==> config.mk <==
export PLATFORM = sky130hd
export DESIGN_NAME = row_reduce2
export DESIGN_NICKNAME = d
export VERILOG_FILES = /design/src/rtl/rowred_pkg.sv /design/src/rtl/rowred_fifo.sv /design/src/rtl/rowred_addpipe.sv /design/src/rtl/rowred_lane.sv /design/src/rtl/row_reduce2.sv
export SDC_FILE = /design/constraint.sdc
export NUM_CORES = 2
export LEC_CHECK = 0
export BUFFER_PORTS_ARGS = -buffer_cell sky130_fd_sc_hd__buf_4
export CAP_MARGIN = 20
export CORE_MARGIN = 4
export CORE_UTILIZATION = 55
export CTS_BUF_LIST = sky130_fd_sc_hd__clkbuf_8
export DETAILED_ROUTE_END_ITERATION = 12
export PLACE_DENSITY = 0.75
export SETUP_SLACK_MARGIN = 0.05
export SYNTH_ARGS = -nofsm -noshare
export SYNTH_HDL_FRONTEND = slang
export SYNTH_SLANG_ARGS = --single-unit
==> constraint.sdc <==
create_clock -name clk -period 7.05 [get_ports clk]
set_input_delay 0.705 -clock clk [delete_from_list [all_inputs] [get_ports clk]]
set_output_delay 0.705 -clock clk [all_outputs]
set_load 0.01 [all_outputs]
==> src/rtl/rowred_pkg.sv <==
package rowred_pkg;
    typedef enum logic [1:0] {
        ST_FILL     = 2'd0,
        ST_STEADY   = 2'd1,
        ST_COALESCE = 2'd2
    } lane_state_t;
endpackage

==> src/rtl/rowred_fifo.sv <==
module rowred_fifo #(
    parameter int EW    = 41,
    parameter int DEPTH = 32,
    parameter int HI    = 24,
    parameter int LO    = 16
) (
    input  logic          clk,
    input  logic          rst_n,
    input  logic          push,
    input  logic [EW-1:0] push_data,
    input  logic          pop,
    output logic [EW-1:0] head,
    output logic          nonempty,
    output logic          throttle
);
    localparam int AW = $clog2(DEPTH);
    localparam int CNTW = AW + 1;

    logic [EW-1:0]   mem [DEPTH];
    logic [AW-1:0]   wr_ptr, rd_ptr;
    logic [CNTW-1:0] count;
    logic            do_push, do_pop;

    assign do_push  = push && (count != CNTW'(DEPTH));
    assign do_pop   = pop && nonempty;
    assign nonempty = (count != '0);
    assign head     = mem[rd_ptr];

    always_ff @(posedge clk) begin
        if (do_push) mem[wr_ptr] <= push_data;
    end

    always_ff @(posedge clk) begin
        if (!rst_n) begin
            wr_ptr   <= '0;
            rd_ptr   <= '0;
            count    <= '0;
            throttle <= 1'b0;
        end else begin
            if (do_push) wr_ptr <= wr_ptr + 1'b1;
            if (do_pop)  rd_ptr <= rd_ptr + 1'b1;
            count <= count + CNTW'(do_push) - CNTW'(do_pop);
            if (count >= CNTW'(HI))
                throttle <= 1'b1;
            else if (count < CNTW'(LO))
                throttle <= 1'b0;
        end
    end

    AST_NO_OVERFLOW: assert property (@(posedge clk) disable iff (!rst_n)
        push |-> (count != CNTW'(DEPTH)));
    AST_THR_RISE: assert property (@(posedge clk) disable iff (!rst_n)
        (count >= CNTW'(HI)) |=> throttle);
endmodule

==> src/rtl/rowred_addpipe.sv <==
module rowred_addpipe #(
    parameter int W  = 32,
    parameter int RW = 8,
    parameter int L  = 4
) (
    input  logic          clk,
    input  logic          rst_n,
    input  logic          in_v,
    input  logic [W-1:0]  in_a,
    input  logic [W-1:0]  in_b,
    input  logic [RW-1:0] in_row,
    output logic          out_v,
    output logic [W-1:0]  out_sum,
    output logic [RW-1:0] out_row
);
    logic          v_q [L];
    logic [W-1:0]  s_q [L];
    logic [RW-1:0] r_q [L];

    generate
        for (genvar st = 0; st < L; st++) begin : g_stage
            if (st == 0) begin : g_first
                always_ff @(posedge clk) begin
                    if (!rst_n) v_q[0] <= 1'b0;
                    else        v_q[0] <= in_v;
                end
                always_ff @(posedge clk) begin
                    s_q[0] <= in_a + in_b;
                    r_q[0] <= in_row;
                end
            end else begin : g_rest
                always_ff @(posedge clk) begin
                    if (!rst_n) v_q[st] <= 1'b0;
                    else        v_q[st] <= v_q[st-1];
                end
                always_ff @(posedge clk) begin
                    s_q[st] <= s_q[st-1];
                    r_q[st] <= r_q[st-1];
                end
            end
        end
    endgenerate

    assign out_v   = v_q[L-1];
    assign out_sum = s_q[L-1];
    assign out_row = r_q[L-1];
endmodule

==> src/rtl/rowred_lane.sv <==
module rowred_lane
    import rowred_pkg::*;
#(
    parameter int W  = 32,
    parameter int RW = 8,
    parameter int L  = 4
) (
    input  logic          clk,
    input  logic          rst_n,
    input  logic          in_valid,
    input  logic [W-1:0]  in_val,
    input  logic [RW-1:0] in_row,
    input  logic          in_last,
    input  logic          grant,
    output logic          can_take,
    output logic          emit_req,
    output logic [W-1:0]  emit_val,
    output logic [RW-1:0] emit_row
);
    localparam int CW = $clog2(L + 1);
    localparam int IW = (L > 1) ? $clog2(L) : 1;

    lane_state_t   state, state_nxt;
    logic [W-1:0]  stk [L];
    logic [CW-1:0] stk_n, t_cnt;
    logic [CW-1:0] i_top, i_sec;
    logic [CW:0]   n_s;
    logic [RW-1:0] cur_row;
    logic          p_v;
    logic [W-1:0]  p_sum, op1, op2, add_a, add_b;
    logic [RW-1:0] p_row;
    logic          issue;
    logic [1:0]    used;

    rowred_addpipe #(.W(W), .RW(RW), .L(L)) u_pipe (
        .clk(clk), .rst_n(rst_n),
        .in_v(issue), .in_a(add_a), .in_b(add_b),
        .in_row(in_valid ? in_row : cur_row),
        .out_v(p_v), .out_sum(p_sum), .out_row(p_row)
    );

    assign i_top = stk_n - 1'b1;
    assign i_sec = stk_n - 2'd2;
    assign n_s   = {1'b0, stk_n} + (CW+1)'(p_v);
    assign op1   = p_v ? p_sum : stk[i_top[IW-1:0]];
    assign op2   = p_v ? stk[i_top[IW-1:0]] : stk[i_sec[IW-1:0]];
    assign can_take = (state != ST_COALESCE);
    assign emit_row = cur_row;

    // Operand selection: new word first, then pairs of partials, then emit
    always_comb begin
        issue    = 1'b0;
        add_a    = '0;
        add_b    = '0;
        used     = 2'd0;
        emit_req = 1'b0;
        emit_val = op1;
        if (in_valid) begin
            issue = 1'b1;
            add_a = in_val;
            add_b = (n_s != '0) ? op1 : '0;
            used  = (n_s != '0) ? 2'd1 : 2'd0;
        end else if (n_s >= (CW+1)'(2)) begin
            issue = 1'b1;
            add_a = op1;
            add_b = op2;
            used  = 2'd2;
        end else if (state == ST_COALESCE && n_s == (CW+1)'(1) && t_cnt == CW'(1)) begin
            emit_req = 1'b1;
            used     = grant ? 2'd1 : 2'd0;
        end
    end

    // Next-state logic
    always_comb begin
        state_nxt = state;
        unique case (state)
            ST_FILL: begin
                if (in_valid && in_last) state_nxt = ST_COALESCE;
                else if (p_v)            state_nxt = ST_STEADY;
            end
            ST_STEADY: begin
                if (in_valid && in_last) state_nxt = ST_COALESCE;
            end
            ST_COALESCE: begin
                if (emit_req && grant)   state_nxt = ST_FILL;
            end
            default: state_nxt = ST_FILL;
        endcase
    end

    always_ff @(posedge clk) begin
        if (!rst_n) state <= ST_FILL;
        else        state <= state_nxt;
    end

    always_ff @(posedge clk) begin
        if (!rst_n) begin
            stk_n   <= '0;
            t_cnt   <= '0;
            cur_row <= '0;
        end else begin
            stk_n <= stk_n + CW'(p_v) - CW'(used);
            t_cnt <= t_cnt + CW'(issue) - CW'(used);
            if (in_valid) cur_row <= in_row;
        end
    end

    always_ff @(posedge clk) begin
        if (p_v && used == 2'd0) stk[stk_n[IW-1:0]] <= p_sum;
    end

    AST_T_BOUND: assert property (@(posedge clk) disable iff (!rst_n)
        t_cnt <= CW'(L));
    AST_COAL_NO_INPUT: assert property (@(posedge clk) disable iff (!rst_n)
        (state == ST_COALESCE) |-> !in_valid);
    AST_FILL_AFTER_EMIT: assert property (@(posedge clk) disable iff (!rst_n)
        (emit_req && grant) |=> (state == ST_FILL && t_cnt == '0));
    AST_TAG_KEPT: assert property (@(posedge clk) disable iff (!rst_n)
        p_v |-> (p_row == cur_row));
endmodule

==> src/rtl/row_reduce2.sv <==
module row_reduce2 #(
    parameter int W     = 32,
    parameter int RW    = 8,
    parameter int L     = 4,
    parameter int DEPTH = 32
) (
    input  logic          clk,
    input  logic          rst_n,
    input  logic          in_valid,
    input  logic [W-1:0]  in_value,
    input  logic [RW-1:0] in_row,
    input  logic          in_last,
    output logic          throttle,
    output logic          out_valid,
    output logic [W-1:0]  out_sum,
    output logic [RW-1:0] out_row
);
    localparam int EW = W + RW + 1;
    localparam int HI = DEPTH - 2 * L;
    localparam int LO = DEPTH / 2;
    localparam int NL = 2;

    logic [EW-1:0] head;
    logic          nonempty, pop, owner;
    logic          h_last;
    logic [RW-1:0] h_row;
    logic [W-1:0]  h_val;
    logic          take  [NL];
    logic          l_in  [NL];
    logic          grant [NL];
    logic          emit  [NL];
    logic [W-1:0]  e_val [NL];
    logic [RW-1:0] e_row [NL];

    rowred_fifo #(.EW(EW), .DEPTH(DEPTH), .HI(HI), .LO(LO)) u_fifo (
        .clk(clk), .rst_n(rst_n),
        .push(in_valid), .push_data({in_last, in_row, in_value}),
        .pop(pop), .head(head), .nonempty(nonempty), .throttle(throttle)
    );

    assign {h_last, h_row, h_val} = head;
    assign pop = nonempty && take[owner];

    generate
        for (genvar g = 0; g < NL; g++) begin : g_lane
            assign l_in[g]  = pop && (owner == 1'(g));
            if (g == 0) begin : g_pri
                assign grant[g] = 1'b1;
            end else begin : g_sub
                assign grant[g] = !emit[0];
            end
            rowred_lane #(.W(W), .RW(RW), .L(L)) u_lane (
                .clk(clk), .rst_n(rst_n),
                .in_valid(l_in[g]), .in_val(h_val), .in_row(h_row), .in_last(h_last),
                .grant(grant[g]), .can_take(take[g]),
                .emit_req(emit[g]), .emit_val(e_val[g]), .emit_row(e_row[g])
            );
        end
    endgenerate

    always_ff @(posedge clk) begin
        if (!rst_n) begin
            owner     <= 1'b0;
            out_valid <= 1'b0;
            out_sum   <= '0;
            out_row   <= '0;
        end else begin
            if (pop && h_last) owner <= ~owner;
            out_valid <= emit[0] || emit[1];
            out_sum   <= emit[0] ? e_val[0] : e_val[1];
            out_row   <= emit[0] ? e_row[0] : e_row[1];
        end
    end

    AST_LANE1_HOLDS: assert property (@(posedge clk) disable iff (!rst_n)
        (emit[0] && emit[1]) |=> emit[1]);
    AST_OUT_FROM_EMIT: assert property (@(posedge clk) disable iff (!rst_n)
        out_valid |-> $past(emit[0] || emit[1]));
    AST_POP_OWNER: assert property (@(posedge clk) disable iff (!rst_n)
        (pop && h_last) |=> (owner != $past(owner)));
endmodule

# [Yosys cells after proc, flatten, opt, wreduce, memory -nomap -nowiden]
# Memories as Yosys holds them, arrays and structs flattened. A register that Yosys moved wholly into a read port is not among the register bits.
# Index checks and enable logic that the tools add are counted.
[totals] register_bits=91 mem_bits_rw=1832 inputBits=44 out_inout_bits=42 wordCells=170 n_memories=7
[classes] add_sub_neg=20 order_cmp=5 n_eq_ne=17 muxes=68 n_bitwise=10 reduce_logical=27
[mem_list] name="u_fifo.mem" depth=32 width=41 rd=1 rd_ports_with_merged_regs=1 wr=1 line_no="rowred_fifo.sv:19" text="logic [EW-1:0] mem [DEPTH];"
[mem_list] name="g_lane[0].u_lane.stk" depth=4 width=32 rd=2 rd_ports_with_merged_regs=0 wr=1 line_no="rowred_lane.sv:24" text="logic [W-1:0] stk [L];"
[mem_list] name="g_lane[0].u_lane.u_pipe.s_q" depth=4 width=32 rd=4 rd_ports_with_merged_regs=0 wr=4 line_no="rowred_addpipe.sv:17" text="logic [W-1:0] s_q [L];"
[mem_list] name="g_lane[1].u_lane.stk" depth=4 width=32 rd=2 rd_ports_with_merged_regs=0 wr=1 line_no="rowred_lane.sv:24"
[mem_list] name="g_lane[1].u_lane.u_pipe.s_q" depth=4 width=32 rd=4 rd_ports_with_merged_regs=0 wr=4 line_no="rowred_addpipe.sv:17"
[mem_list] name="g_lane[0].u_lane.u_pipe.v_q" depth=4 width=1 rd=4 rd_ports_with_merged_regs=0 wr=4 line_no="rowred_addpipe.sv:16" text="logic v_q [L];"
[mem_list] name="1 more memories"
[op_table] operator="2-to-1 mux 32 bit" count=15
[op_table] operator="adder 32 bit" count=2
[op_table] operator="2-to-1 mux 1 bit" count=35
[op_table] operator="2-to-1 mux 2 bit" count=13
[op_table] operator="logical AND 1 bit" count=15
[op_table] operator="adder 3 x 1 -> 3 bit" count=4
[op_table] operator="case mux 2 bit (3 select lines)" count=2
[op_table] operator="subtractor 3 x 2 -> 3 bit" count=4
[op_table] operator="adder 5 x 1 -> 5 bit, second input constant" count=2
[op_table] operator="2-to-1 mux 5 bit" count=2
[op_table] operator="adder 3 x 1 -> 4 bit" count=2
[op_table] operator="equality test 4 x 1 -> 1 bit, second input constant" count=2
[op_table] operator="greater-or-equal comparator 4 x 2 -> 1 bit, second input constant" count=2
[op_table] operator="logical NOT 2 bit" count=4
[op_table] operator="2-to-1 mux 8 bit" count=1
[op_table] operator="bitwise OR 1 bit" count=8
[op_table] operator="nonzero test 4 bit" count=2
[op_table] operator="adder 6 x 1 -> 6 bit" count=1
[op_table] operator="equality test 3 x 1 -> 1 bit, second input constant" count=2
[op_table] operator="greater-or-equal comparator 6 x 5 -> 1 bit, second input constant" count=1
[op_table] operator="less-than comparator 6 x 5 -> 1 bit, second input constant" count=1
[op_table] operator="inequality test 2 x 1 -> 1 bit, second input constant" count=3
[op_table] operator="inequality test 2 bit, second input constant" count=3
[op_table] operator="inequality test 3 x 1 -> 1 bit, second input constant" count=2
[op_table] operator="other kinds (14)" count=19

# [Logic depth before layout (Yosys ltp)]
# An unclocked memory read counts as a cell.
[logic_depth] depth_word=16 ltp_mapped=21 ltp_nobuf=20

# [Hierarchy]
# A second synthesis with hierarchy kept.
[unflattened] cells_unflattened=4651 area_unflattened_um2=78766.8
[modules_own_cells] module="rowred_fifo" n_inst=1 cells_each=2579 area_per_inst_um2=51358.0 seq_area_each_um2=39838.2
[modules_own_cells] module="rowred_addpipe" n_inst=2 cells_each=408 area_per_inst_um2=5056.1 seq_area_each_um2=3283.1
[modules_own_cells] module="rowred_lane (g_lane[0].u_lane)" n_inst=1 cells_each=559 area_per_inst_um2=7821.3 seq_area_each_um2=4164.0
[modules_own_cells] module="rowred_lane (g_lane[1].u_lane)" n_inst=1 cells_each=556 area_per_inst_um2=7810.0 seq_area_each_um2=4164.0
[modules_own_cells] module="row_reduce2" n_inst=1 cells_each=141 area_per_inst_um2=1665.3 seq_area_each_um2=840.8

# [Worst setup path before layout]
# Ideal clock, no wire load.
[synth_timing] kind="flip-flop to flip-flop" from="register g_lane[0].u_lane.stk_n[0]" to="memory g_lane[0].u_lane.u_pipe.s_q[0][31]" setup_ns=0.127 t_arrival_ns=5.561 required_time_ns=6.923 setup_slack_ns=1.362 path_stages_with_launch=20 path_buffers=6 synth_period_minus_slack_ns=5.688 cell_sequence="dfxtp_1 buf_2 buf_1 clkbuf_1 inv_1 ha_1 clkbuf_1 buf_1 mux4_2 a221oi_1 nor2_1 ha_1 clkbuf_1 nand4_1 a2111oi_0 o21ai_0 a31oi_1 a221o_1 a31oi_1 xnor2_1"
[synth_rtl] item="start, declared" line_no="rowred_lane.sv:25" text="logic [CW-1:0] stk_n, t_cnt;"
[synth_rtl] item="start signal, assigned" line_no="rowred_lane.sv:103" text="stk_n <= stk_n + CW'(p_v) - CW'(used);"
[synth_rtl] item="end, declared" line_no="rowred_addpipe.sv:17"

==> results.json <==
{
  "core_area_um2": 136000,
  "rsz0062_at_grt": "false",
  "start_util": 0.556,
  "avgSynthCellArea_um2": 19.8,
  "layout_commonest_cell": "edfxtp_1",
  "timing.setup.tns_ns": 0,
  "maxSlewHeadroom": 0.149,
  "cp-end-kind": "flip-flop",
  "ant_nets": 0,
  "gp_congestion": 0.859,
  "totalWireLength_um": 176000,
  "syn-instance-count": 3818,
  "hpwl_um": 101000,
  "synth_seq_area_share": 0.719,
  "post-place-cells": 5583,
  "io_pins": 86,
  "drt_iter0_drc": 4817,
  "most-common-layout-cells": "edfxtp_1, mux4_2, dfxtp_1",
  "firstDrtPassIters": 5,
  "drt-wirelength-per-cell_um": 28.8,
  "skew_ns": 0.0722,
  "clock_path_buffers": 4,
  "cts_setup_buffers": 0,
  "cts_root_buf": "clkbuf_8",
  "syn-num-nets": 3973,
  "port_buffers": 85,
  "finalPower_mw": 34.0,
  "cts_buffers": 309,
  "syn-cell-area_um2": 75500,
  "fin_util": 0.621,
  "crit_required_ns": 7.88,
  "ir_drop_v": 0.000259,
  "die_y_um": 378,
  "grt_pass1_vias": 39001,
  "ys_async_sr_fraction": 0,
  "rows": 135,
  "dieArea_um2": 143000,
  "yosys_warnings": 0,
  "period_minus_slack_ns": 5.81,
  "grt_max_degree": 101,
  "ctsHoldBuffers": 0,
  "grt_pass1_wl_um": 260000,
  "critPathKind": "reg -> reg",
  "finalNetCount": 4268,
  "postCtsResizedCells": 0,
  "min_path_type": "in -> reg",
  "grtUsageMet1": 0.339,
  "vias": 38721,
  "min_from": "in_value[16]",
  "clk_latency_ns": 1.00,
  "crit_path_start_kind": "flip-flop",
  "max_clock_freq_mhz": 172,
  "crit_fanout": 39,
  "antenna_found_initial": 8,
  "cts_tree": "yes",
  "drive_gt1_frac": 0.269,
  "vias_per_cell": 6.33,
  "worstMarginPinSlew_ns": 1.24,
  "synth-seq-cells": 1928,
  "grt_use_met3": 0.0531,
  "yosys_most_used_dff": "edfxtp_1",
  "finalNonFillerCells": 6117,
  "final_hold_viol_count": 0,
  "clkSinkCount": 1928,
  "synth_cell_types": 71,
  "cts.reportedPaths.clkPinSlew_ns": 0.06,
  "die_w_um": 378,
  "use_met2": 0.406,
  "status": "finished clean",
  "cts-htree-levels": 5,
  "timing.hold.ws_ns": 0.110,
  "grtUsageTotal": 0.250,
  "finalCritPeriodShare": 0.825,
  "arrival_ns": 6.65,
  "synth_edf_count": 1568,
  "slew_viol_final": 0,
  "setup_violations": 0,
  "drc": 0,
  "p_leak_nw": 28.7,
  "overflow": 0,
  "cellPowerDensity_nw_per_um2": 403,
  "area_growth_pct": 11.8,
  "maxCapViolCount": 0,
  "busiest_layer": "met2"
}
[layout make-up]
| cell class | instances | area, um2 |
|---|---|---|
| repair buffers | 188 | 1500 |
| flip-flops and latches | 1928 | 54300 |
| fillers | 9272 | 51500 |
| multi-input cells | 1646 | 20400 |
| diodes | 11 | 27.5 |
| well taps | 1781 | 2230 |
| clock inverters | 194 | 1150 |
| inverters | 40 | 151 |
| clock buffers | 329 | 4530 |
[critical path, cell delays in order (launching register included)]
cell,delay [ns]
dfxtp_4,0.71
buf_12,0.38
buf_4,0.33
mux4_2,0.53
mux4_2,0.49
mux2i_1,0.78
o22ai_1,0.22
ha_1,0.42
and3_1,0.27
a221oi_1,0.28
a22oi_1,0.15
a21o_1,0.19
a41o_1,0.24
a41oi_1,0.32
o21ai_0,0.17
xor2_1,0.16
[cells in the mapped netlist (all sizes together) (17+ instances only)]
master / instances / area (um2)
a221oi: 66 / 578
xor2: 26 / 228
edfxtp: 1568 / 47100
ha: 104 / 1300
inv: 40 / 150
nor2: 109 / 412
a21o: 22 / 165
clkbuf: 118 / 443
o21ai: 34 / 170
and3: 45 / 282
o22ai: 95 / 601
mux2i: 141 / 1410
xnor2: 54 / 473
mux4: 536 / 12100
nand2: 141 / 529
buf: 86 / 414
dfxtp: 360 / 7210
a21oi: 58 / 290
o211a: 17 / 170
and2: 45 / 282
[registers in the layout, summed over array words and instances, names as in the netlist, 6 cells and up, named ones only]
register	cells
g_lane.u_lane.emit_row	16
g_lane.u_lane.stk	256
g_lane.u_lane.stk_n	6
g_lane.u_lane.t_cnt	6
g_lane.u_lane.u_pipe.s_q	256
g_lane.u_lane.u_pipe.v_q	8
out_row	8
out_sum	32
u_fifo.count	6
u_fifo.mem	1312
[final timing paths]
kind                                                                   end  slack (ns)  depth (start not counted)
worst max-delay path            g_lane[1].u_lane.u_pipe.s_q[0][31]$_DFF_P_        1.24                         15
worst min register to register   g_lane[0].u_lane.u_pipe.s_q[2][6]$_DFF_P_        0.27                          0
worst max register to register  g_lane[1].u_lane.u_pipe.s_q[0][31]$_DFF_P_        1.24                         15
worst min-delay path                          u_fifo.mem[12][16]$_DFFE_PP_        0.11                          1
[report_power, final]
group          switching [mW]  internal (mW)  leakage [nW]
sequential              0.618           13.7          17.2
clock                    4.13           4.79          3.29
combinational            5.95           4.84          8.24
total                    10.7           23.3          28.7
[logic make-up (layout without fill, tap and decap cells)]
| family | Yosys count | after routing | share of synthesized area |
|---|---|---|---|
| compound gates | 364 | 364 | 0.0338 |
| buf+inv | 244 | 751 | 0.0133 |
| xor+xnor | 80 | 80 | 0.00928 |
| simple gates | 414 | 414 | 0.0264 |
| mux | 677 | 677 | 0.179 |
| fa+ha+maj | 111 | 111 | 0.0191 |
| other cells | 0 | 11 | 0 |
| flops | 1928 | 1928 | 0.719 |
[through the flow]
step	setup WS [ns]	instance area, um2
2_1_floorplan	1.36	75500
3_3_place_gp	1.25	78600
3_5_place_dp	1.23	78600
4_1_cts	1.23	84300
5_1_grt	0.887	84300
6_report	1.24	84300
[layer usage]
layer / vias to the layer above / wire, um
met5: - / 20
met4: 2 / 5960
met3: 378 / 15300
met2: 1923 / 87000
met1: 20089 / 68100
li1: 16329 / -
Note: power is estimated with default switching activity, not from simulation.
